===== config.mk =====
export PLATFORM = sky130hd
export DESIGN_NAME = voice_slot_clock
export DESIGN_NICKNAME = d
export VERILOG_FILES = /design/src/rtl/voice_clk_pkg.sv /design/src/rtl/slot_sequencer.sv /design/src/rtl/sample_counter.sv /design/src/rtl/interval_timer.sv /design/src/rtl/voice_slot_clock.sv
export SDC_FILE = /design/constraint.sdc
export NUM_CORES = 1
export LEC_CHECK = 0
export BUFFER_PORTS_ARGS = -buffer_cell sky130_fd_sc_hd__buf_4
export CELL_PAD_IN_SITES_DETAIL_PLACEMENT = 1
export CELL_PAD_IN_SITES_GLOBAL_PLACEMENT = 2
export CORE_ASPECT_RATIO = 1.4
export CORE_MARGIN = 1.5
export CORE_UTILIZATION = 37
export CTS_CLUSTER_DIAMETER = 150
export CTS_CLUSTER_SIZE = 28
export DETAILED_ROUTE_END_ITERATION = 7
export PLACE_DENSITY_LB_ADDON = 0.12
export SLEW_MARGIN = 10
export SYNTH_ARGS = -nofsm -noshare
export SYNTH_HDL_FRONTEND = slang
export SYNTH_HIERARCHICAL = 1
export SYNTH_SLANG_ARGS = --single-unit

===== constraint.sdc =====
create_clock -name clk -period 7 [get_ports clk]
set_input_delay 1.4 -clock clk [delete_from_list [all_inputs] [get_ports clk]]
set_output_delay 1.4 -clock clk [all_outputs]
set_load 0.02 [all_outputs]

===== src/rtl/voice_clk_pkg.sv =====
package voice_clk_pkg;
    localparam int unsigned SLOT_BITS   = 6;
    localparam int unsigned SAMPLE_BITS = 20;
    localparam int unsigned RATE_BITS   = 10;
    localparam int unsigned WORD_BITS   = 32;
endpackage


===== src/rtl/slot_sequencer.sv =====
module slot_sequencer
    import voice_clk_pkg::*;
#(
    parameter int unsigned SLOT_W = SLOT_BITS
) (
    input  logic              clk,
    input  logic              rst_n,
    input  logic              tick,
    output logic [SLOT_W-1:0] slot,
    output logic              wrap
);
    localparam logic [SLOT_W-1:0] LAST = {SLOT_W{1'b1}};

    typedef struct packed {
        logic [SLOT_W-1:0] slot;
    } seq_state_t;

    seq_state_t st_d, st_q;

    always_comb begin
        st_d = st_q;
        if (tick) begin
            st_d.slot = st_q.slot + 1'b1;
        end
    end

    always_ff @(posedge clk or negedge rst_n) begin
        if (!rst_n) begin
            st_q <= '0;
        end else begin
            st_q <= st_d;
        end
    end

    assign slot = st_q.slot;
    assign wrap = tick && (st_q.slot == LAST);
endmodule


===== src/rtl/sample_counter.sv =====
module sample_counter
    import voice_clk_pkg::*;
#(
    parameter int unsigned SAMPLE_W = SAMPLE_BITS
) (
    input  logic                clk,
    input  logic                rst_n,
    input  logic                period_end,
    output logic [SAMPLE_W-1:0] count
);
    typedef struct packed {
        logic [SAMPLE_W-1:0] count;
    } cnt_state_t;

    cnt_state_t st_d, st_q;

    always_comb begin
        st_d = st_q;
        if (period_end) begin
            st_d.count = st_q.count + 1'b1;
        end
    end

    always_ff @(posedge clk or negedge rst_n) begin
        if (!rst_n) begin
            st_q <= '0;
        end else begin
            st_q <= st_d;
        end
    end

    assign count = st_q.count;
endmodule


===== src/rtl/interval_timer.sv =====
module interval_timer
    import voice_clk_pkg::*;
#(
    parameter int unsigned RATE_W = RATE_BITS
) (
    input  logic              clk,
    input  logic              rst_n,
    input  logic              period_end,
    input  logic              rate_wr,
    input  logic [RATE_W-1:0] rate_wdata,
    output logic              tc
);
    localparam int unsigned CNT_W = RATE_W + 1;
    localparam logic [CNT_W-1:0] FULL = CNT_W'(1) << RATE_W;

    typedef struct packed {
        logic [RATE_W-1:0] rate;
        logic [CNT_W-1:0]  left;
        logic              tc;
    } tmr_state_t;

    tmr_state_t st_d, st_q;
    logic [CNT_W-1:0] reload;

    always_comb begin
        reload = (st_q.rate == '0) ? FULL : {1'b0, st_q.rate};
        st_d    = st_q;
        st_d.tc = 1'b0;
        if (period_end) begin
            if (st_q.left == CNT_W'(1)) begin
                st_d.tc   = 1'b1;
                st_d.left = reload;
            end else begin
                st_d.left = st_q.left - 1'b1;
            end
        end
        if (rate_wr) begin
            st_d.rate = rate_wdata;
        end
    end

    always_ff @(posedge clk or negedge rst_n) begin
        if (!rst_n) begin
            st_q.rate <= '0;
            st_q.left <= FULL;
            st_q.tc   <= 1'b0;
        end else begin
            st_q <= st_d;
        end
    end

    assign tc = st_q.tc;
endmodule


===== src/rtl/voice_slot_clock.sv =====
module voice_slot_clock
    import voice_clk_pkg::*;
#(
    parameter int unsigned SLOT_W   = SLOT_BITS,
    parameter int unsigned SAMPLE_W = SAMPLE_BITS,
    parameter int unsigned RATE_W   = RATE_BITS,
    parameter int unsigned WORD_W   = WORD_BITS
) (
    input  logic              clk,
    input  logic              rst_n,
    input  logic              slot_tick,
    input  logic              rate_wr,
    input  logic [RATE_W-1:0] rate_wdata,
    output logic [SLOT_W-1:0] slot_idx,
    output logic [WORD_W-1:0] wall_word,
    output logic              timer_tc
);
    localparam int unsigned USED_W = SLOT_W + SAMPLE_W;
    localparam int unsigned PAD_W  = WORD_W - USED_W;

    logic                period_end;
    logic [SAMPLE_W-1:0] samples;

    slot_sequencer #(.SLOT_W(SLOT_W)) u_seq (
        .clk  (clk),
        .rst_n(rst_n),
        .tick (slot_tick),
        .slot (slot_idx),
        .wrap (period_end)
    );

    sample_counter #(.SAMPLE_W(SAMPLE_W)) u_cnt (
        .clk       (clk),
        .rst_n     (rst_n),
        .period_end(period_end),
        .count     (samples)
    );

    interval_timer #(.RATE_W(RATE_W)) u_tmr (
        .clk       (clk),
        .rst_n     (rst_n),
        .period_end(period_end),
        .rate_wr   (rate_wr),
        .rate_wdata(rate_wdata),
        .tc        (timer_tc)
    );

    generate
        if (PAD_W > 0) begin : g_pad
            assign wall_word = {{PAD_W{1'b0}}, samples, slot_idx};
        end else begin : g_nopad
            assign wall_word = {samples, slot_idx};
        end
    endgenerate
endmodule


==> qor.txt, run 1 <==
Outcome -> finished clean
Pin count of the biggest net entering global routing -> 49
Detailed-routing wirelength on met1 -> 2076 um
Count of maximum capacitance violations -> 0
Most area-consuming cells after synthesis -> dfrtp_1 50%, xnor2_1 5.9%, mux2_2 5.3%
Hold_buf cts -> 0
Ports placed on the boundary -> 53
Effective utilization at floorplan -> 38.19%
Total standard cell area after synthesis -> 0.002356 mm2
Area of placed instances -> 0.002715 mm2
GPL Wtd Cong -> 0.7470
Floorplan die width -> 70.44 um
Total Nets Final -> 268
Via count of the first global-routing pass -> 1,709
Overall Global Routing Usage -> 15.45%
Worst endpoint required time -> 7.16 ns
Number of antenna violations at the first check in global routing -> 0
Number of I/O port buffers -> 46
Cell Chain, Critical Path -> buf_4, nand4_1, nor2_1, buf_4, or4b_2, nor3_2, o21ai_0
Share of the clock period used by the worst path after layout -> 43.92%
Final number of max-transition violations -> 0
Ratio of cells with drive above 1 in the final layout -> 31.08%
Setup repair after global routing missed its margin -> false
Clock Tree Root -> clkbuf_8
Final number of hold-violating endpoints -> 0
Hold crit path type -> reg -> reg
Count of filler cells inserted in the layout -> 690
Slew headroom -> 58.42%
Clock Sinks -> 48
Insertion delay to the later sink of the worst-skew pair -> 0.29 ns
Clock Tree Buf Depth -> 2
H-tree depth reported by CTS -> 2
Area of the die -> 0.006862 mm2
EDFF count, synth -> 0
Data arrival time of the critical path -> 3.24 ns
Cell area after layout -> 0.002808 mm2
Aggregate routed wire length -> 4848 um
Time the final worst path needs with I/O delays and setup -> 3.075 ns
Launching element type of the critical path -> input port
Residual overflow from global routing -> 0
Number of setup violations in the final report -> 0
Final design utilization -> 45.52%
Crit end category -> flop
Setup_tns -> 0 ns
Warning count from the yosys run -> 6
Main flop type after synthesis -> dfrtp_1
Share of the synthesized area in the top cell type -> 49.92%
Worst-Margin Slew -> 0.6237 ns
Max frequency -> 325.2 MHz
Clk slew on worst S/H paths -> 0.09 ns
Cell with the largest stage delay on the worst path -> or4b_2
Worst hold margin -> 0.4725 ns
Crit path max fanout -> 22
Inserted Clock Buffers -> 5
Worst Skew -> 0.008891 ns
Max incr delay on CP -> 0.64 ns
Synth Register Bits -> 48
Synthesized instance count -> 206
Iteration-0 DRC count of the detailed router -> 56
Remaining routing DRC violations -> 0
Worst path bufs/invs -> 2
Die Y -> 97.42 um
Most common cell on crit path -> buf_4
Met3 WL -> 185 um
Family with the most delay on the worst path -> simple AND/OR/NAND/NOR gates
Pwr Total -> 717.6 uW
Routed length on met2 -> 2538 um
Total of cells resized after clock tree synthesis -> 0
Setup Crit Path Kind -> in -> reg
Yosys cell types -> 47
Share of the yosys chip area belonging to registers -> 51.04%
Number of nets with antenna violations after detailed routing -> 0
Vias per inst -> 5.087
Post-synthesis async set-or-reset flop share -> 100.0%
Length of the first detailed-routing pass in iterations -> 3
Half-perimeter wire length after detailed placement -> 3581 um
Largest area contributor in the synthesized netlist -> dfrtp_1
Leakage power -> 1.353 nW
Maximum vdd drop -> 117.4 uV
Standard cell core area -> 0.006168 mm2
Wire length per cell -> 15.01 um
Antenna diodes -> 0
TritonCTS clock tree -> done
DR top layer -> met4
Number of setup buffers added after CTS -> 0
Placement row count -> 34
Mean area per synthesized cell -> 11.44 um2
Area growth from synthesis to final layout -> 19.17%
Power density cells -> 255.6 mW/mm2
Total vias in the final route -> 1,643
Wire length of the first global-routing pass -> 8473 um
==> final timing paths <==
check	slack, ns	cells after the start	endpoint	startpoint
worst max register to register	4.49	7	u_tmr/st_q[7]	u_seq/slot[0]
worst max-delay path	3.93	7	u_tmr/st_q[7]	slot_tick
max in group asynchronous	5.46	1	u_cnt/count[15]	rst_n
min in group asynchronous	1.12	1	u_seq/slot[5]	rst_n
worst min-delay path	0.47	1	u_cnt/count[19]	u_cnt/count[19]
worst min register to register	0.47	1	u_cnt/count[19]	u_cnt/count[19]
==> state kept, by name, indices dropped and copies added, names as in the netlist <==
name and cells:
u_cnt/count 20, u_tmr/st_q 21, u_seq/slot 6, u_tmr/tc 1
==> cell usage after synthesis, drive strengths merged (5+ instances only) <==
library cell	instances
nor2	8
dfrtp	47
mux2	12
nor3	9
xnor2	16
xor2	10
o21ai	6
nand3	7
inv	5
nand2	20
buf	13
nand4	7
==> layer usage <==
metal / vias to the layer above / track usage [%]
met5: - / 0
met3: 4 / 2.905
met1: 800 / 19.45
met4: 0 / 4.438
met2: 37 / 26.71
li1: 802 / -
==> cells by family (layout without fill, tap and decap cells) <==
kind of cell	count (synthesis)	after routing	share of synthesized area (%)
compound gates	19	19	5.683
xor+xnor	26	26	9.665
fa+ha+maj	4	4	2.124
buf+inv	20	60	5.152
flops	48	48	51.04
mux	13	13	6.320
other cells	1	6	0.1592
simple gates	75	75	19.86
==> stage by stage <==
stage / std cells / worst slack, ns
after floorplan: 211 / 3.580
after global placement: 315 / 3.631
after detailed placement: 315 / 3.564
after CTS: 323 / 3.896
after global routing: 323 / 3.747
final: 323 / 3.925
==> where the power goes <==
part	total (mW)	switching [mW]	internal, mW
Sequential	0.343	0.0372	0.306
Combinational	0.205	0.111	0.0932
Clock	0.170	0.0907	0.0790
Total	0.718	0.239	0.478
==> cell type report <==
class	instances	area, um2	area share, %
repair buffers	47	352.8	12.57
clock inverters	2	10.01	0.3565
well taps	72	90.09	3.209
multi-input cells	143	1051	37.43
flip-flops and latches	48	1202	42.83
clock buffers	6	82.58	2.941
inverters	5	18.77	0.6684
==> layout by cell type, fill, tap and decap left out, drive strengths merged, types with 3 or more instances in the layout <==
cell type  instances
dfrtp             47
or3                3
conb               6
ha                 4
and3               4
nand4              7
clkbuf             6
xor2              10
or4                3
nand2             20
nor4               4
a31oi              3
nor2               8
buf               47
nor3               9
nand3              7
o21ai              6
inv                5
mux2              12
xnor2             16
(Power assumes the default switching activity.)
==> inputs of run 2 (changes only) <==
CORE_UTILIZATION = 34   (was 37)
clock period = 2.9 ns   (was 7 ns; I/O delays follow)
==> run 2 against run 1 <==
Compared with the run above: first-iteration DRC count is 32% lower; non-clock buffer count rose by 1; sequential cell count unchanged; via count up 1.2%; sequential power is 140% higher; critical endpoint is now u_tmr/st_q[3]; highest routed layer unchanged.
==> qor.txt, run 2 (same netlist as run 1, synthesis figures left out) <==
Area of placed instances -> 0.002748 mm2
Max frequency -> 425.8 MHz
Most frequent cells in the layout -> 48 x buf_4, 47 x dfrtp_1, 20 x nand2_1
Clock Tree Root -> clkbuf_8
Overall Global Routing Usage -> 15.43%
Worst hold margin -> 0.2791 ns
Worst endpoint required time -> 3.06 ns
Iteration-0 DRC count of the detailed router -> 38
Flop2flop setup slack -> 0.55 ns
Total of cells resized after clock tree synthesis -> 0
Most common library cell in the layout ignoring fill and taps -> buf_4
Family with the most delay on the worst path -> simple AND/OR/NAND/NOR gates
Worst slack at placement -> 0.4497 ns
Slew headroom -> 59.87%
GPL Wtd Cong -> 0.8095
Half-perimeter wire length after detailed placement -> 3799 um
Number of setup buffers added after CTS -> 0
Aggregate routed wire length -> 5118 um
Data arrival time of the critical path -> 2.51 ns
Power density cells -> 632.8 mW/mm2
Leakage power -> 1.362 nW
Clock Tree Buf Depth -> 2
Clock Sinks -> 48
Area of the die -> 0.007445 mm2
Clk slew on worst S/H paths -> 0.10 ns
Worst path bufs/invs -> 0
Wire length per cell -> 14.88 um
Max incr delay on CP -> 0.62 ns
Logic depth of the worst path, buffers included -> 6
Insertion delay to the later sink of the worst-skew pair -> 0.31 ns
Ratio of cells with drive above 1 in the final layout -> 31.35%
Worst Setup SP -> u_seq/slot[0]
Crit end category -> flop
Area growth from synthesis to final layout -> 21.35%
Hold_buf cts -> 0
Share of the clock period used by the worst path after layout -> 80.99%
Worst setup margin -> 0.5514 ns
Wire length of the first global-routing pass -> 8763 um
Outcome -> finished clean
Number of I/O port buffers -> 46
Worst-Margin Slew -> 0.6020 ns
Cell count of the worst reg-to-reg path -> 6
Time the final worst path needs with I/O delays and setup -> 2.349 ns
Crit path max fanout -> 7
Number of antenna violations at the first check in global routing -> 0
Floorplan die width -> 73.36 um
Number of setup violations in the final report -> 0
Standard cell core area -> 0.006656 mm2
Remaining routing DRC violations -> 0
Setup_tns -> 0 ns
Cell Chain, Critical Path -> ha_1, nand4_1, nor2_1, or4b_2, nor3_2, o21ai_0
Final number of max-transition violations -> 0
Total Nets Final -> 269
Number of flip-flops under the largest register name -> 21
Hold crit path type -> in -> async
Register ranked first by flip-flop count -> u_tmr/st_q
Effective utilization at floorplan -> 35.39%
Launching element type of the critical path -> flop
Length of the first detailed-routing pass in iterations -> 3
Total vias in the final route -> 1,662
Ports placed on the boundary -> 53
Antenna diodes -> 0
Cell with the largest stage delay on the worst path -> or4b_2
Final number of hold-violating endpoints -> 0
Vias per inst -> 4.831
Die Y -> 101.5 um
Critical path endpoint -> u_tmr/st_q[3]
Worst Skew -> 0.01270 ns
Setup Crit Path Kind -> reg -> reg
Residual overflow from global routing -> 0
Via count of the first global-routing pass -> 1,730
H-tree depth reported by CTS -> 2
TritonCTS clock tree -> done
Maximum vdd drop -> 264.1 uV
Worst reg2reg endpoint -> u_tmr/st_q[3]
Critical register-to-register path startpoint -> u_seq/slot[0]
Pin count of the biggest net entering global routing -> 49
Final design utilization -> 42.95%
Number of nets with antenna violations after detailed routing -> 0
Inserted Clock Buffers -> 5
Setup repair after global routing missed its margin -> false
Count of maximum capacitance violations -> 0
Count of filler cells inserted in the layout -> 771
Cell area after layout -> 0.002859 mm2
Placement row count -> 35
## run 2: how the worst min path moves through the flow
| stage | to | cells past startpoint |
|---|---|---|
| 3_3_place_gp | u_cnt/count[19] | 1 |
| 4_1_cts | u_cnt/count[17] | 1 |
| 2_1_floorplan | u_cnt/count[0] | 0 |
| 6_report | u_cnt/count[16] | 1 |
| 3_5_place_dp | u_cnt/count[19] | 1 |
| 5_1_grt | u_cnt/count[17] | 1 |
## run 2: per-layer routing
layer  up-vias  wire length [um]  track usage [%]
met5         -                 0                0
met4         0                73            5.128
met3         6               167            3.284
met2        32              2716            26.92
met1       824              2161            18.74
li1        800                 -                -
## run 2: power by group
group | internal [mW] | leakage [nW] | switching [mW]
clock | 0.255 | 0.0541 | 0.232
combinational | 0.225 | 0.685 | 0.269
sequential | 0.739 | 0.623 | 0.0890
total | 1.22 | 1.36 | 0.590
## run 2: cell type report
class                           instances  area [um2]  share of cell area (%)
Clock buffer                            5       68.82                   2.407
Tap cell                               92       115.1                   4.026
Multi-Input combinational cell        143        1051                   36.76
Sequential cell                        48        1202                   42.06
Inverter                                5       18.77                  0.6565
Timing Repair Buffer                   48       360.3                   12.60
Clock inverter                          3       42.54                   1.488
## run 2: worst reg2reg max path: stages (launching register included)
cell and delay [ns]:
dfrtp_1 0.44, ha_1 0.19, nand4_1 0.15, nor2_1 0.17, or4b_2 0.62, nor3_2 0.46, o21ai_0 0.19
## run 2: through the flow
stage,power [mW],cells
after global placement,1.341,336
final,1.809,344
after detailed placement,1.345,336
after floorplan,1.190,211
after CTS,1.842,344
after global routing,1.919,344
==> inputs of run 3 (changes only) <==
clock period = 2.3 ns   (was 2.9 ns; I/O delays follow)
==> run 3 against run 2 <==
Compared with the run above: first-iteration DRC count grew 61%; critical path depth is the same; cell count grew 2.0%; sequential share of layout area decreased by 0.97 points; setup slack worse by 0.41 ns; global-route usage decreased by 0.88 points; sequential cell count unchanged; clock power increased by 24%; critical endpoint is now u_tmr/st_q[5].
==> qor.txt, run 3 (same netlist as run 1, synthesis figures left out) <==
Final number of max-transition violations -> 0
Setup repair after global routing missed its margin -> false
Cell count of the worst reg-to-reg path -> 6
Total Nets Final -> 276
Pwr Total -> 2.295 mW
Vias per inst -> 4.829
Area of the die -> 0.007445 mm2
Crit end category -> flop
Max frequency -> 463.8 MHz
Die Y -> 101.5 um
Wire length per cell -> 13.84 um
Effective utilization at floorplan -> 35.39%
Setup_tns -> 0 ns
Standard cell core area -> 0.006656 mm2
Slew headroom -> 59.97%
Setup Crit Path Kind -> reg -> reg
Number of setup violations in the final report -> 0
Leakage power -> 1.408 nW
Worst Setup SP -> u_tmr/st_q[2]
Clock Sinks -> 48
Maximum vdd drop -> 293.8 uV
Area growth from synthesis to final layout -> 24.48%
Remaining routing DRC violations -> 0
Clock Tree Root -> clkbuf_8
Most frequent cells in the layout -> 55 x buf_4, 45 x dfrtp_1, 20 x nand2_1
Power density cells -> 782.6 mW/mm2
Hold crit path type -> in -> async
Worst endpoint required time -> 2.49 ns
GPL Wtd Cong -> 0.7731
Ports placed on the boundary -> 53
Number of flip-flops under the largest register name -> 21
Hold_buf cts -> 0
Critical path endpoint -> u_tmr/st_q[5]
Time the final worst path needs with I/O delays and setup -> 2.156 ns
Register ranked first by flip-flop count -> u_tmr/st_q
Wire length of the first global-routing pass -> 8342 um
Clock Tree Buf Depth -> 2
Share of the clock period used by the worst path after layout -> 93.74%
Overall Global Routing Usage -> 14.55%
Worst setup margin -> 0.1439 ns
Data arrival time of the critical path -> 2.35 ns
Number of antenna violations at the first check in global routing -> 0
Residual overflow from global routing -> 0
Final number of hold-violating endpoints -> 0
Worst-Margin Slew -> 0.6004 ns
Number of nets with antenna violations after detailed routing -> 0
Total of cells resized after clock tree synthesis -> 0
Total vias in the final route -> 1,695
Worst hold margin -> 0.1605 ns
Inserted Clock Buffers -> 5
Via count of the first global-routing pass -> 1,728
Most common library cell in the layout ignoring fill and taps -> buf_4
Antenna diodes -> 0
Placement row count -> 35
Iteration-0 DRC count of the detailed router -> 61
H-tree depth reported by CTS -> 2
Flop2flop setup slack -> 0.14 ns
Launching element type of the critical path -> flop
Ratio of cells with drive above 1 in the final layout -> 34.75%
Half-perimeter wire length after detailed placement -> 3651 um
Number of I/O port buffers -> 46
Pin count of the biggest net entering global routing -> 49
Outcome -> finished clean
Clk slew on worst S/H paths -> 0.09 ns
Crit path max fanout -> 4
Length of the first detailed-routing pass in iterations -> 4
Worst Skew -> 0.008750 ns
Number of setup buffers added after CTS -> 0
Floorplan die width -> 73.36 um
Worst slack at placement -> 0.1345 ns
Count of maximum capacitance violations -> 0
Aggregate routed wire length -> 4858 um
Insertion delay to the later sink of the worst-skew pair -> 0.30 ns
TritonCTS clock tree -> done
Worst reg2reg endpoint -> u_tmr/st_q[5]
Critical register-to-register path startpoint -> u_tmr/st_q[2]
==> run 3: cell count changes in the layout (fill, tap and decap cells not counted), sizes merged <==
| cell | change |
|---|---|
| buf | +7 |
| clkbuf | +1 |
| clkinvlp | -1 |
==> run 3: layout make-up <==
type | instances | area, um2
Clock buffer | 6 | 72.57
Clock inverter | 2 | 35.03
Fill cell | 772 | 3724
Inverter | 5 | 18.77
Multi-Input combinational cell | 143 | 1074
Sequential cell | 48 | 1205
Tap cell | 92 | 115.1
Timing Repair Buffer | 55 | 412.9
==> run 3: metrics by stage <==
step                      std cells  utilization, %  area, um2
after global placement          343           42.27       2814
after floorplan                 211               -       2389
final                           351           44.06       2933
after CTS                       351           43.89       2922
after global routing            351           44.06       2933
after detailed placement        343           42.27       2814
==> run 3: how the worst min path moves through the flow <==
stage	startpoint	endpoint	slack, ns	cells after the start
floorplan	rst_n	u_cnt/count[0]	0.16	0
global placement	u_cnt/count[19]	u_cnt/count[19]	0.47	1
detailed placement	u_cnt/count[19]	u_cnt/count[19]	0.47	1
CTS	rst_n	u_cnt/count[6]	0.18	1
global route	rst_n	u_cnt/count[6]	0.19	1
finish	rst_n	u_cnt/count[7]	0.16	1
==> run 3: power breakdown <==
| part | switching (mW) | internal, mW |
|---|---|---|
| combinational | 0.346 | 0.297 |
| sequential | 0.113 | 0.935 |
| clock | 0.281 | 0.323 |
==> run 3: worst max-delay path, stage by stage (launching register included) <==
cell and delay [ns]:
dfrtp_1 0.40, inv_1 0.10, ha_1 0.14, or4b_1 0.51, or3_4 0.43, mux2_4 0.30, a22o_1 0.17
==> run 3: per-layer routing <==
metal | global-route usage [%] | part of all wire, % | up-vias
li1 | - | - | 813
met1 | 17.57 | 42 | 838
met2 | 25.17 | 52 | 37
met3 | 3.582 | 3.7 | 7
met4 | 4.701 | 1.5 | 0
met5 | 0 | 0 | -
